<file path="src/rtl/mbus_pkg.sv">
package mbus_pkg;
  typedef enum logic [2:0] {
    PH_IDLE = 3'd0,
    PH_T1   = 3'd1,
    PH_T2   = 3'd2,
    PH_T3   = 3'd3,
    PH_T4   = 3'd4,
    PH_HOLD = 3'd5
  } phase_e;

  function automatic logic in_cycle(input phase_e p);
    return (p == PH_T1) || (p == PH_T2) || (p == PH_T3) || (p == PH_T4);
  endfunction
endpackage

</file>
<file path="src/rtl/mbus_strap.sv">
module mbus_strap #(
  parameter int DW = 16
) (
  input  logic          clk_i,
  input  logic          rst_ni,
  input  logic [DW-1:0] ad_i,
  input  logic          aden_ni,
  input  logic          sren_ni,
  output logic [DW-1:0] cfg_o,
  output logic          aden_o,
  output logic          show_o,
  output logic          lock_o
);
  logic [DW-1:0] cfg_q;
  logic          aden_q;
  logic          sren_q;

  // tracks pins while in reset; freezes at release
  always_ff @(posedge clk_i) begin
    if (!rst_ni) begin
      cfg_q  <= ad_i;
      aden_q <= aden_ni;
      sren_q <= sren_ni;
    end
  end

  assign cfg_o  = cfg_q;
  assign aden_o = aden_q;
  assign show_o = ~sren_q;
  assign lock_o = ~aden_q;
endmodule

</file>
<file path="src/rtl/mbus_seq.sv">
module mbus_seq
  import mbus_pkg::*;
#(
  parameter int AW = 20,
  parameter int DW = 16,
  localparam int LANES = DW / 8
) (
  input  logic             clk_i,
  input  logic             rst_ni,
  input  logic             req_i,
  input  logic             we_i,
  input  logic             int_i,
  input  logic [AW-1:0]    addr_i,
  input  logic [DW-1:0]    data_i,
  input  logic [LANES-1:0] be_i,
  input  logic             hold_i,
  input  logic             narrow_i,
  input  logic [DW-1:0]    ad_i,
  output phase_e           phase_o,
  output logic             we_o,
  output logic             int_o,
  output logic [AW-1:0]    addr_o,
  output logic [DW-1:0]    data_o,
  output logic [LANES-1:0] be_o,
  output logic [DW-1:0]    rdata_o,
  output logic             hlda_o,
  output logic             done_o
);
  phase_e           ph_q;
  logic             we_q, int_q;
  logic [AW-1:0]    addr_q;
  logic [DW-1:0]    data_q, rdata_q;
  logic [LANES-1:0] be_q;

  always_ff @(posedge clk_i or negedge rst_ni) begin
    if (!rst_ni) begin
      ph_q   <= PH_IDLE;
      we_q   <= 1'b0;
      int_q  <= 1'b0;
      addr_q <= '0;
      data_q <= '0;
      be_q   <= '0;
    end else begin
      unique case (ph_q)
        PH_IDLE: begin
          if (hold_i) ph_q <= PH_HOLD;
          else if (req_i) begin
            ph_q   <= PH_T1;
            we_q   <= we_i;
            int_q  <= int_i;
            addr_q <= addr_i;
            data_q <= data_i;
            be_q   <= be_i;
          end
        end
        PH_T1:   ph_q <= PH_T2;
        PH_T2:   ph_q <= PH_T3;
        PH_T3:   ph_q <= PH_T4;
        PH_T4:   ph_q <= hold_i ? PH_HOLD : PH_IDLE;
        PH_HOLD: if (!hold_i) ph_q <= PH_IDLE;
        default: ph_q <= PH_IDLE;
      endcase
    end
  end

  // sample the pins at the close of T3 on external reads
  always_ff @(posedge clk_i or negedge rst_ni) begin
    if (!rst_ni) rdata_q <= '0;
    else if (ph_q == PH_T3 && !we_q && !int_q)
      rdata_q <= narrow_i ? {{(DW-8){1'b0}}, ad_i[7:0]} : ad_i;
  end

  assign phase_o = ph_q;
  assign we_o    = we_q;
  assign int_o   = int_q;
  assign addr_o  = addr_q;
  assign data_o  = data_q;
  assign be_o    = be_q;
  assign rdata_o = rdata_q;
  assign hlda_o  = (ph_q == PH_HOLD);
  assign done_o  = (ph_q == PH_T4);
endmodule

</file>
<file path="src/rtl/mbus_drive.sv">
module mbus_drive
  import mbus_pkg::*;
#(
  parameter int AW = 20,
  parameter int DW = 16,
  localparam int LANES = DW / 8
) (
  input  logic             clk_i,
  input  logic             rst_ni,
  input  phase_e           phase_i,
  input  logic             we_i,
  input  logic             int_i,
  input  logic [AW-1:0]    addr_i,
  input  logic [DW-1:0]    data_i,
  input  logic [LANES-1:0] be_i,
  input  logic             narrow_i,
  input  logic             aden_i,
  input  logic             show_i,
  output logic [AW-1:0]    addr_o,
  output logic             addr_oe_o,
  output logic [DW-1:0]    ad_o,
  output logic [LANES-1:0] ad_oe_o,
  output logic             ale_o,
  output logic             rd_no,
  output logic             wr_no
);
  logic act, t1, t234, t23, t34, ext, echo;
  logic [DW-1:0]    ad_d, ad_q;
  logic [LANES-1:0] oe_d, oe_q;

  assign act  = in_cycle(phase_i);
  assign t1   = (phase_i == PH_T1);
  assign t23  = (phase_i == PH_T2) || (phase_i == PH_T3);
  assign t34  = (phase_i == PH_T3) || (phase_i == PH_T4);
  assign t234 = t23 || (phase_i == PH_T4);
  assign ext  = ~int_i;
  assign echo = int_i & ~we_i & show_i;

  for (genvar l = 0; l < LANES; l++) begin : g_lane
    logic       oe;
    logic [7:0] val;
    always_comb begin
      if (narrow_i && (l != 0)) begin
        oe  = act;
        val = addr_i[l*8 +: 8];
      end else begin
        oe  = (t1 & aden_i)
            | (t234 & we_i & ext & (aden_i | be_i[l]))
            | (t34 & echo);
        val = t1 ? addr_i[l*8 +: 8] : data_i[l*8 +: 8];
      end
      if (!oe) val = '0;
    end
    assign ad_d[l*8 +: 8] = val;
    assign oe_d[l]        = oe;
  end

  // half-clock lag behind addr_o
  always_ff @(negedge clk_i or negedge rst_ni) begin
    if (!rst_ni) begin
      ad_q <= '0;
      oe_q <= '0;
    end else begin
      ad_q <= ad_d;
      oe_q <= oe_d;
    end
  end

  always_comb begin
    if (!act)            addr_o = '0;
    else if (t34 && echo) addr_o = {addr_i[AW-1:DW], data_i};
    else                 addr_o = addr_i;
  end

  assign addr_oe_o = act;
  assign ad_o      = ad_q;
  assign ad_oe_o   = oe_q;
  assign ale_o     = t1;
  assign rd_no     = ~(t23 & ext & ~we_i);
  assign wr_no     = ~(t23 & ext & we_i);
endmodule

</file>
<file path="src/rtl/mbus_ctl.sv">
module mbus_ctl
  import mbus_pkg::*;
#(
  parameter int AW = 20,
  parameter int DW = 16,
  localparam int LANES = DW / 8
) (
  input  logic             clk_i,
  input  logic             rst_ni,
  input  logic             narrow_i,
  input  logic             show_en_i,
  input  logic             aden_strap_ni,
  input  logic             sren_strap_ni,
  input  logic             req_i,
  input  logic             we_i,
  input  logic             int_i,
  input  logic [AW-1:0]    addr_i,
  input  logic [DW-1:0]    data_i,
  input  logic [LANES-1:0] be_i,
  output logic             done_o,
  output logic [DW-1:0]    rdata_o,
  input  logic             hold_i,
  output logic             hlda_o,
  output logic [AW-1:0]    addr_o,
  output logic             addr_oe_o,
  input  logic [DW-1:0]    ad_i,
  output logic [DW-1:0]    ad_o,
  output logic [LANES-1:0] ad_oe_o,
  output logic             ale_o,
  output logic             rd_no,
  output logic             wr_no,
  output logic [DW-1:0]    cfg_o,
  output logic             pio_lock_o
);
  phase_e           phase;
  logic             cyc_we, cyc_int, aden, strap_show;
  logic [AW-1:0]    cyc_addr;
  logic [DW-1:0]    cyc_data;
  logic [LANES-1:0] cyc_be;

  mbus_strap #(.DW(DW)) u_strap (
    .clk_i   (clk_i),
    .rst_ni  (rst_ni),
    .ad_i    (ad_i),
    .aden_ni (aden_strap_ni),
    .sren_ni (sren_strap_ni),
    .cfg_o   (cfg_o),
    .aden_o  (aden),
    .show_o  (strap_show),
    .lock_o  (pio_lock_o)
  );

  mbus_seq #(.AW(AW), .DW(DW)) u_seq (
    .clk_i    (clk_i),
    .rst_ni   (rst_ni),
    .req_i    (req_i),
    .we_i     (we_i),
    .int_i    (int_i),
    .addr_i   (addr_i),
    .data_i   (data_i),
    .be_i     (be_i),
    .hold_i   (hold_i),
    .narrow_i (narrow_i),
    .ad_i     (ad_i),
    .phase_o  (phase),
    .we_o     (cyc_we),
    .int_o    (cyc_int),
    .addr_o   (cyc_addr),
    .data_o   (cyc_data),
    .be_o     (cyc_be),
    .rdata_o  (rdata_o),
    .hlda_o   (hlda_o),
    .done_o   (done_o)
  );

  mbus_drive #(.AW(AW), .DW(DW)) u_drive (
    .clk_i     (clk_i),
    .rst_ni    (rst_ni),
    .phase_i   (phase),
    .we_i      (cyc_we),
    .int_i     (cyc_int),
    .addr_i    (cyc_addr),
    .data_i    (cyc_data),
    .be_i      (cyc_be),
    .narrow_i  (narrow_i),
    .aden_i    (aden),
    .show_i    (strap_show | show_en_i),
    .addr_o    (addr_o),
    .addr_oe_o (addr_oe_o),
    .ad_o      (ad_o),
    .ad_oe_o   (ad_oe_o),
    .ale_o     (ale_o),
    .rd_no     (rd_no),
    .wr_no     (wr_no)
  );
endmodule

</file>
<file path="config.mk">
export PLATFORM = sky130hd
export DESIGN_NAME = mbus_ctl
export DESIGN_NICKNAME = d
export VERILOG_FILES = /design/src/rtl/mbus_pkg.sv /design/src/rtl/mbus_strap.sv /design/src/rtl/mbus_seq.sv /design/src/rtl/mbus_drive.sv /design/src/rtl/mbus_ctl.sv
export SDC_FILE = /design/constraint.sdc
export NUM_CORES = 1
export LEC_CHECK = 0
export BUFFER_PORTS_ARGS = -buffer_cell sky130_fd_sc_hd__buf_2
export CAP_MARGIN = 0
export CORE_UTILIZATION = 40
export DETAILED_ROUTE_END_ITERATION = 16
export GPL_ROUTABILITY_DRIVEN = 0
export PLACE_DENSITY = 0.67
export SLEW_MARGIN = 25
export SYNTH_ARGS = -nofsm -noshare
export SYNTH_HDL_FRONTEND = slang
export SYNTH_HIERARCHICAL = 1
export SYNTH_SLANG_ARGS = --single-unit
</file>
<file path="constraint.sdc">
create_clock -name clk_i -period 4.8 [get_ports clk_i]
set_input_delay 0.48 -clock clk_i [delete_from_list [all_inputs] [get_ports clk_i]]
set_output_delay 0.48 -clock clk_i [all_outputs]
set_load 0.01 [all_outputs]
</file>
======== Word-level counts from Yosys, hierarchy flattened ========
Cells that the tools add are included.
storage, ports and cells
  register bits after elaboration ......... 95
  bits in latches ......................... 0
  bits in writable memories ............... 0
  bits in read-only memories .............. 0
  bits of input ports ..................... 64
  output and inout port bits .............. 77
  logic and storage cells ................. 72
  memories ................................ 0
operators by class
  $add $sub $neg .......................... 0
  multiply operators ...................... 0
  divide/modulo/power cells ............... 0
  $lt $le $gt $ge ......................... 0
  eq/ne operators ......................... 7
  shift operators ......................... 0
  muxes and demuxes ....................... 14
  bitwise logic cells ..................... 25
  reduce and logical (&&, ||, !) cells .... 14
operators with widths
  cell                                            number
  two-way mux 8 bit                               5
  two-way mux 16 bit                              2
  two-way mux 20 bit                              1
  one-hot mux 3 bit (6 select lines)              1
  two-way mux 3 bit                               4
  AND 1 bit                                       11
  inverter 1 bit                                  7
  bitwise OR 1 bit                                7
  == test 3 x 2 -> 1 bit (second input constant)  2
  == test 3 bit (second input constant)           2
  logical OR 1 bit                                6
  == test 3 x 1 -> 1 bit (second input constant)  1
  logical AND 1 bit                               3
  logical NOT 3 bit                               1
  != test 3 bit (second input constant)           1
  AND reduction 3 bit                             1
  logical NOT 1 bit                               2
  != test 2 bit (second input constant)           1
  AND reduction 2 bit                             1
  two-way mux 1 bit                               1

======== Depth between registers and ports, before layout ========
Gate-level depths: netlist of run 1.
  depth in word-level cells ............... 10
  gate-level depth with buffers ........... 8

======== Hierarchy ========
Netlist of run 1, hierarchy kept.
by module, submodules not included
  module      instances  cells each  area an instance (um^2)  sequential area each (um^2)
  mbus_seq    1          144         2514.9                   1476.4
  mbus_drive  1          125         1131.1                   450.4
  mbus_strap  1          21          551.8                    540.5
  mbus_ctl    1          1           6.3                      0.0

==> results of run 1 <==
[worst min-delay path by stage]
stage | to | slack, ns | startpoint
after floorplan | u_seq/addr_o[0] | 0.18 | rst_ni
after global placement | u_seq/rdata_o[4] | 0.48 | u_seq/rdata_o[4]
after detailed placement | u_seq/addr_o[17] | 0.49 | u_seq/addr_o[17]
after CTS | u_seq/data_o[10] | 0.20 | rst_ni
after global routing | u_seq/data_o[10] | 0.22 | rst_ni
final | u_seq/addr_o[10] | 0.17 | rst_ni
[metal layers]
layer	part of all wire [%]	global-route usage (%)
met5	0	0
met4	1.6	6.735
met3	4.2	3.195
met2	50	27.39
met1	44	22.73
[power groups by stage]
stage | Sequential, uW | Clock, uW | Combinational [uW]
floorplan | 1400 | 0 | 883
global placement | 1380 | 0 | 1340
detailed placement | 1400 | 0 | 1360
CTS | 1380 | 509 | 1370
global route | 1430 | 539 | 1470
finish | 1380 | 490 | 1350
[sequential cells by signal, indices dropped and copies added, names as in the netlist]
signal           cells
u_strap/cfg_o       16
u_strap/sren_q       1
u_drive/ad_oe_o      2
u_seq/phase_o        3
u_strap/aden_o       1
u_seq/data_o        16
u_seq/rdata_o       16
u_seq/be_o           2
u_seq/we_o           1
u_seq/int_o          1
u_seq/addr_o        20
u_drive/ad_o        16
[cell families after synthesis]
group           after synthesis  synth area share, %
flops                        95                58.69
compound gates               25                3.661
buf+inv                      19                4.286
simple gates                 71                8.870
xor+xnor                      1               0.2084
mux                          80                24.29
[layout make-up]
type	count	area, um2	share of cell area (%)
Timing Repair Buffer	145	740.7	14.38
Multi-Input combinational cell	177	1572	30.50
Sequential cell	95	2467	47.89
Tap cell	136	170.2	3.303
Clock buffer	16	180.2	3.497
Inverter	6	22.52	0.4371
[worst reg2reg max path: cells and delay by family, from the launching register on]
family	cells	cell delay [ns]
DFF	1	0.66
and+or+nand+nor	3	0.87
AOI/OAI and AO/OA	1	0.09
[per-stage QoR]
step                      setup slack [ns]  hold WS (ns)  total power, uW
after global routing                0.3993        0.2230             3442
after global placement              0.5987        0.4848             2723
after detailed placement            0.5976        0.4890             2757
after CTS                           0.5567        0.1950             3261
final                               0.6061        0.1688             3221
after floorplan                     0.5873        0.1844             2285
[layout by cell type (no fill, tap or decap), types with 2 or more instances in the layout]
cell type and count:
sky130_fd_sc_hd__inv_1 6, sky130_fd_sc_hd__mux2i_1 24, sky130_fd_sc_hd__and2_1 5, sky130_fd_sc_hd__nor2b_1 8, sky130_fd_sc_hd__clkbuf_8 12, sky130_fd_sc_hd__edfxtp_1 18
sky130_fd_sc_hd__o21ai_0 10, sky130_fd_sc_hd__buf_2 139, sky130_fd_sc_hd__a211oi_1 2, sky130_fd_sc_hd__mux2_4 40, sky130_fd_sc_hd__dfrtn_1 18, sky130_fd_sc_hd__a21oi_1 9
sky130_fd_sc_hd__nand2b_1 3, sky130_fd_sc_hd__buf_4 6, sky130_fd_sc_hd__clkbuf_1 4, sky130_fd_sc_hd__mux2_2 16, sky130_fd_sc_hd__nor2_1 30, sky130_fd_sc_hd__dfrtp_1 59
sky130_fd_sc_hd__nand2_1 11
==> results_dict.tcl, run 1 <==
set metrics [dict create \
    critical_path.cell_chain "or3b_4 > a211oi_1 > nor3_2 > nor2_1" \
    synthMostInstantiatedCell "sky130_fd_sc_hd__dfrtp_1" \
    fraction_of_power_consumed_by_the_clock_network_pct 15.2 \
    mapped_nets 355 \
    detailedRoute.firstPassIterationCount 9 \
    floorplan.die.width_um 104.5 \
    netlist_top_cells_area "sky130_fd_sc_hd__dfrtp_1 (35%), sky130_fd_sc_hd__mux2_4 (14%), sky130_fd_sc_hd__edfxtp_1 (13%)" \
    yosysSeqAreaShare_pct 58.69 \
    critical-path-slowest-cell "sky130_fd_sc_hd__dfrtp_1" \
    cp_slowest_stage_delay_ns 0.66 \
    fin_nets 498 \
    routed_wl_um 8937 \
    drv_slew 0 \
    setup.worst_path.end_class "flop" \
    grt_util_all_layers_pct 17.04 \
    ys_top_cells_by_count "sky130_fd_sc_hd__dfrtp_1 (59), sky130_fd_sc_hd__mux2_4 (40), sky130_fd_sc_hd__nor2_1 (30)" \
    final_non_filler_cells 575 \
    ctsHoldBuffers 0 \
    grt_overflow 0 \
    area.growth.synth_to_final_pct 22.56 \
    critPathArrivalTime_ns 1.96 \
    final_layout_size_suffix_gt1_share_pct 50.80 \
    syn-cell-area_um2 4204 \
    crit-reg2reg-launch "u_seq/phase_o[1]" \
    cts_max_path_buffers 2 \
    antennaDiodeCount 0 \
    antenna_found_initial 0 \
    n_fill_cell 945 \
    path_max_fanout 14 \
    internal_power_uw 2094 \
    critPathRequiredTime_ns 2.56 \
    numPortBuffers 140 \
    worstSetupStartpoint "u_seq/phase_o[1]" \
    vias_in_the_first_global_route 2800 \
    cap_viol_max_count 0 \
    fp-row-count 37 \
    critPathCapture "u_drive/ad_o[1]" \
    p_leak_uw 0.002476 \
    die-height_um 104.5 \
    post_drt_via_cell_ratio 4.790 \
    netlist_instances 291 \
    core_area_um2 10280 \
    tns_ns 0 \
    rsz0062_at_grt "false" \
    post-dp-hpwl_um 6092 \
    r2r.worst_path.cells 4 \
    drt_first_iter_violations 100 \
    ctsResizeCount 0 \
    ant_nets 0 \
    final_setup_violation_count 0 \
    global_route_wire_length_before_repair_um 14410 \
    timing_worst_setup_path_type "reg -> reg" \
    cts_tree "built" \
    synth-edff-count 18 \
    clock-skew-final_ns 0.02223 \
    synth_top_cell_by_area "sky130_fd_sc_hd__dfrtp_1" \
    avgSynthCellArea_um2 14.45 \
    hold_violations 0 \
    dieArea_um2 10920 \
    path_delay_family "simple AND/OR/NAND/NOR gates" \
    combinationalPowerShare_pct 41.9 \
    synth_top_area_share_pct 35.12 \
    vias 2754 \
    yosysWarningCount 6 \
    seq_power_share_pct 42.9 \
    start_kind "flop" \
    setup.reg_to_reg.worst_slack_ns 0.61 \
    cts-htree-levels 3 \
    worst_pin_slew_ns 0.7767 \
    ctsRootBufferMaster "sky130_fd_sc_hd__clkbuf_8" \
    p_sw_uw 1127 \
    initial_utilization_pct 40.91 \
    final_util_pct 50.13 \
    p_per_area_nw_per_um2 625.2 \
    power.share.switching_pct 34.98 \
    postSynthRegisterBits 95 \
    synth.distinct_cells 39 \
    status "finished clean" \
    grt_max_degree 59 \
    cts-buffers-inserted 9 \
    remaining_drc_errors 0 \
    cp_num_cells 4 \
    worst_setup_hold_path_clk_slew_ns 0.09 \
    critical_path.reg2reg.endpoint "u_drive/ad_o[1]" \
    postSynth.asyncResetShare_pct 81.05 \
    clock-sinks 95 \
    most_instantiated_flip_flop_cell_in_the_synthesis_netlist "sky130_fd_sc_hd__dfrtp_1" \
    post-place-cells 559 \
    max_rail_drop_vdd_mv 0.2471 \
    worst-path-buf-inv 0 \
    cts_setup_buffers 0 \
    clk_latency_worst_skew_pair_ns 0.36 \
    max-slew-margin-rel_pct 48.22 \
    hp-class "in -> async" \
    drt-wirelength-per-cell_um 15.54 \
    num_io_pins 141 \
    post-route-cell-area_um2 5152 \
    post_dp_cell_area_um2 4972 \
]
No activity file was read; power rests on OpenSTA's default activity.
==> run 2: changes to the inputs <==
- PLACE_DENSITY: 0.67 -> 0.69
- clock period: 4.8 -> 3.75 ns (I/O delays scaled with it)
==> run 2 against run 1 <==
  * First-iteration DRC count shrank 9.0%
  * Combinational power up 33%
  * Power up 34%
  * Die area unchanged
  * Flip-flop and latch count did not move
  * Critical path type unchanged
==> results_dict.tcl, run 2 (same netlist as run 1, synthesis figures left out) <==
set metrics [dict create \
    tns_ns 0 \
    final_layout_size_suffix_gt1_share_pct 52.24 \
    initial_utilization_pct 40.91 \
    floorplan.die.width_um 104.5 \
    grt_max_degree 54 \
    drv_slew 0 \
    path_max_fanout 9 \
    cts_setup_buffers 0 \
    numPortBuffers 140 \
    totalPowerFinal_uw 4301 \
    clock-skew-final_ns 0.02253 \
    fin_nets 505 \
    dieArea_um2 10920 \
    num_io_pins 141 \
    crit-reg2reg-launch "u_seq/phase_o[1]" \
    post-route-cell-area_um2 5260 \
    clock-sinks 95 \
    hp-class "in -> async" \
    clk_latency_worst_skew_pair_ns 0.36 \
    r2r.worst_path.cells 5 \
    critPathCapture "u_drive/ad_o[11]" \
    worstSetupStartpoint "u_seq/phase_o[1]" \
    gr-usage-met2_pct 28.43 \
    grtUsageMet3_pct 4.386 \
    cts-htree-levels 3 \
    worst_setup_hold_path_clk_slew_ns 0.09 \
    post_drt_via_cell_ratio 4.751 \
    routed_wl_um 9029 \
    worst_pin_slew_ns 0.7220 \
    hold_violations 0 \
    grt_overflow 0 \
    layout_commonest_cell "sky130_fd_sc_hd__buf_2" \
    p_leak_uw 0.002540 \
    setup.worst_path.end_class "flop" \
    status "finished clean" \
    p_per_area_nw_per_um2 817.6 \
    ctsRootBufferMaster "sky130_fd_sc_hd__clkbuf_8" \
    detailedRoute.firstPassIterationCount 4 \
    max_rail_drop_vdd_mv 0.3058 \
    ant_nets 0 \
    global_route_wire_length_before_repair_um 14270 \
    cts_tree "built" \
    ctsHoldBuffers 0 \
    remaining_drc_errors 0 \
    core_area_um2 10280 \
    rsz0062_at_grt "false" \
    layout.cells.most_common_list "sky130_fd_sc_hd__buf_2 (139), sky130_fd_sc_hd__dfrtp_1 (59), sky130_fd_sc_hd__mux2_4 (40)" \
    vias_in_the_first_global_route 2856 \
    critical_path.reg2reg.endpoint "u_drive/ad_o[11]" \
    grt_most_used_layer "met2" \
    cts-buffers-inserted 9 \
    grt_util_all_layers_pct 17.25 \
    largest_register_ff_count 20 \
    grt.met1_usage_pct 21.36 \
    drt-wirelength-per-cell_um 15.51 \
    ctsResizeCount 0 \
    setup.reg_to_reg.worst_slack_ns 0.22 \
    area.growth.synth_to_final_pct 25.12 \
    vias 2765 \
    start_kind "flop" \
    max-slew-margin-rel_pct 51.82 \
    antennaDiodeCount 0 \
    fp-row-count 37 \
    die-height_um 104.5 \
    critPathArrivalTime_ns 2.02 \
    post_dp_cell_area_um2 5025 \
    cts_max_path_buffers 2 \
    final_setup_violation_count 0 \
    cap_viol_max_count 0 \
    timing_worst_setup_path_type "reg -> reg" \
    critPathRequiredTime_ns 2.24 \
    drt_first_iter_violations 91 \
    antenna_found_initial 0 \
    post-dp-hpwl_um 6337 \
]
==> run 2: changes by cell type in the layout (fill, tap and decap cells not counted) <==
cell / before / now
sky130_fd_sc_hd__clkbuf_8: 12 / 10
sky130_fd_sc_hd__clkbuf_16: 0 / 2
sky130_fd_sc_hd__buf_4: 6 / 13
sky130_fd_sc_hd__clkbuf_1: 4 / 1
sky130_fd_sc_hd__bufinv_16: 0 / 1
sky130_fd_sc_hd__inv_6: 0 / 1
sky130_fd_sc_hd__clkinv_2: 0 / 1
==> run 2: final cells by class <==
cell class	count	area (um2)
clock inverter	3	43.79
tap	136	170.2
fill	935	5017
sequential	95	2467
multi-input combinational	177	1572
timing repair buffer	152	793.3
clock buffer	13	191.4
inverter	6	22.52
==> run 2: worst min-delay path by stage <==
stage	startpoint	end	slack, ns	depth (start not counted)
3_3_place_gp	rst_ni	u_seq/data_o[9]	0.45	1
3_5_place_dp	rst_ni	u_seq/data_o[9]	0.45	1
6_report	rst_ni	u_seq/data_o[10]	0.03	1
2_1_floorplan	rst_ni	u_seq/addr_o[0]	0.08	0
4_1_cts	rst_ni	u_seq/data_o[10]	0.05	1
5_1_grt	rst_ni	u_seq/data_o[9]	0.07	1
==> run 2: report_power, final <==
group          leakage (uW)  switching, uW  internal [uW]
Sequential          0.00113            276           1470
Combinational       0.00129            850            946
Clock              0.000120            349            409
==> run 2: metal layers <==
metal  vias to the layer above  share of wire [%]
met5                         -                  0
met4                         0                1.4
met3                         8                4.5
met2                        81                 50
met1                      1368                 44
li1                       1308                  -
==> run 2: critical path: stages, from the launching register on <==
cell and delay (ns):
sky130_fd_sc_hd__dfrtp_1 0.48, sky130_fd_sc_hd__or3b_4 0.46, sky130_fd_sc_hd__a211oi_4 0.29, sky130_fd_sc_hd__o41ai_2 0.12, sky130_fd_sc_hd__buf_4 0.18, sky130_fd_sc_hd__a21oi_1 0.13
==> run 2: through the flow <==
stage               setup slack, ns  cells  utilization, %  hold slack, ns
floorplan                   0.08999    291               -         0.07941
global placement             0.2384    566           48.89          0.4460
detailed placement           0.2111    566           48.89          0.4549
CTS                          0.2099    582           51.18         0.04604
global route                 0.1256    582           51.18         0.06735
finish                       0.2212    582           51.18         0.02749
==> run 3: changes to the inputs <==
- CORE_MARGIN: unset -> 2
==> run 3 against run 2 <==
  * Flip-flop and latch count is the same
  * Via count up 0.65%
  * Die area up 3.9%
  * Largest power group unchanged
  * Worst setup slack lost 0.040 ns
  * Routed wire length up 0.12%
  * Sequential share of layout area is 0.66 points higher
  * Hold slack improved by 0.0011 ns
  * Core utilization is 0.71 points lower
  * Critical path depth unchanged
  * Register-to-register slack got worse by 0.04 ns
  * Global-route usage decreased by 0.84 points
==> results_dict.tcl, run 3 (same netlist as run 1, synthesis figures left out) <==
set metrics [dict create \
    status "finished clean" \
    layout_commonest_cell "sky130_fd_sc_hd__buf_2" \
    num_io_pins 141 \
    antenna_found_initial 1 \
    cts_setup_buffers 0 \
    path_max_fanout 10 \
    post-place-cells 565 \
    fin_nets 504 \
    internal_power_uw 2651 \
    critPathArrivalTime_ns 2.05 \
    totalPowerFinal_uw 4130 \
    p_per_area_nw_per_um2 796.2 \
    worst_pin_slew_ns 0.7644 \
    worst_setup_hold_path_clk_slew_ns 0.10 \
    fp-row-count 37 \
    ctsRootBufferMaster "sky130_fd_sc_hd__clkbuf_8" \
    power.share.switching_pct 35.81 \
    grt_overflow 0 \
    post-dp-hpwl_um 6497 \
    drt-wirelength-per-cell_um 15.56 \
    ant_nets 0 \
    grt_util_all_layers_pct 16.41 \
    grt_max_degree 53 \
    routed_wl_um 9040 \
    fraction_of_power_consumed_by_the_clock_network_pct 14.5 \
    final_util_pct 50.47 \
    start_kind "flop" \
    drt_first_iter_violations 111 \
    combinationalPowerShare_pct 42.8 \
    tns_ns 0 \
    layout.cells.most_common_list "sky130_fd_sc_hd__buf_2 (139), sky130_fd_sc_hd__dfrtp_1 (59), sky130_fd_sc_hd__mux2_4 (40)" \
    setup.worst_path.end_class "flop" \
    timing_worst_setup_path_type "reg -> reg" \
    detailedRoute.firstPassIterationCount 4 \
    global_route_wire_length_before_repair_um 14250 \
    cts-buffers-inserted 9 \
    clock-skew-final_ns 0.02606 \
    final.hold.worst_slack_ns 0.02855 \
    final_setup_violation_count 0 \
    hp-class "in -> async" \
    post_drt_via_cell_ratio 4.790 \
    rsz0062_at_grt "false" \
    p_sw_uw 1479 \
    vias 2783 \
    initial_utilization_pct 40.91 \
    vias_in_the_first_global_route 2826 \
    max_rail_drop_vdd_mv 0.3114 \
    cts_tree "built" \
    drv_slew 0 \
    antennaDiodeCount 0 \
    ctsResizeCount 0 \
    area.growth.synth_to_final_pct 23.39 \
    p_leak_uw 0.002504 \
    largest_register_ff_count 20 \
    floorplan.die.width_um 106.5 \
    core_area_um2 10280 \
    max-slew-margin-rel_pct 48.99 \
    critPathRequiredTime_ns 2.23 \
    clock-sinks 95 \
    numPortBuffers 140 \
    clk_latency_worst_skew_pair_ns 0.36 \
    die-height_um 106.5 \
    dieArea_um2 11350 \
    cap_viol_max_count 0 \
    cts_max_path_buffers 2 \
    hold_violations 0 \
    seq_power_share_pct 42.7 \
    setup.reg_to_reg.worst_slack_ns 0.18 \
    remaining_drc_errors 0 \
    cts-htree-levels 3 \
    ctsHoldBuffers 0 \
    final_non_filler_cells 581 \
    final_layout_size_suffix_gt1_share_pct 52.36 \
]
[run 3: cell types whose count changed in the layout (fill, tap and decap cells not counted), sizes merged]
| cell | previous run | this run |
|---|---|---|
| clkinvlp | 0 | 1 |
| buf | 152 | 151 |
| bufinv | 1 | 0 |
| inv | 7 | 8 |
| clkbuf | 13 | 9 |
| clkinv | 1 | 4 |
[run 3: final cells by class]
type | instances | area, um2
Clock buffer | 9 | 123.9
Timing Repair Buffer | 151 | 785.8
Sequential cell | 95 | 2467
Clock inverter | 7 | 46.29
Inverter | 6 | 22.52
Fill cell | 944 | 5090
Multi-Input combinational cell | 177 | 1572
Tap cell | 136 | 170.2
[run 3: worst paths after layout]
path                             startpoint          endpoint  depth (start not counted)
max reg2reg                u_seq/phase_o[0]  u_drive/ad_o[14]                          5
max in group asynchronous            rst_ni   u_drive/ad_o[3]                          1
min                                  rst_ni  u_seq/data_o[13]                          1
min in group clk_i            sren_strap_ni    u_strap/sren_q                          1
max                        u_seq/phase_o[0]  u_drive/ad_o[14]                          5
min reg2reg                u_seq/rdata_o[6]  u_seq/rdata_o[6]                          1
[run 3: critical path, cell delays in order (launching register included)]
cell and delay [ns]:
sky130_fd_sc_hd__dfrtp_1 0.50, sky130_fd_sc_hd__or3b_4 0.45, sky130_fd_sc_hd__a211oi_4 0.29, sky130_fd_sc_hd__o41ai_2 0.12
sky130_fd_sc_hd__buf_4 0.18, sky130_fd_sc_hd__a21oi_1 0.16
[run 3: per-layer routing]
metal  track usage, %  wire length (um)  up-vias
li1                 -                 -     1310
met1            20.19              3848     1377
met2            27.38              4493       84
met3            4.047               554       10
met4            7.236               133        2
met5                0                11        -
[run 3: power by group through the flow]
| stage | clock network, uW | logic [uW] | registers (uW) |
|---|---|---|---|
| 2_1_floorplan | 0 | 1130 | 1800 |
| 3_3_place_gp | 0 | 1750 | 1770 |
| 3_5_place_dp | 0 | 1790 | 1790 |
| 4_1_cts | 629 | 1800 | 1770 |
| 5_1_grt | 668 | 1930 | 1820 |
| 6_report | 600 | 1770 | 1760 |
[run 3: metrics by stage]
step	cell area (um2)	setup slack [ns]
after global placement	5017	0.2495
after global routing	5187	0.06861
final	5187	0.1816
after CTS	5187	0.1604
after detailed placement	5017	0.1881
after floorplan	4204	0.08999
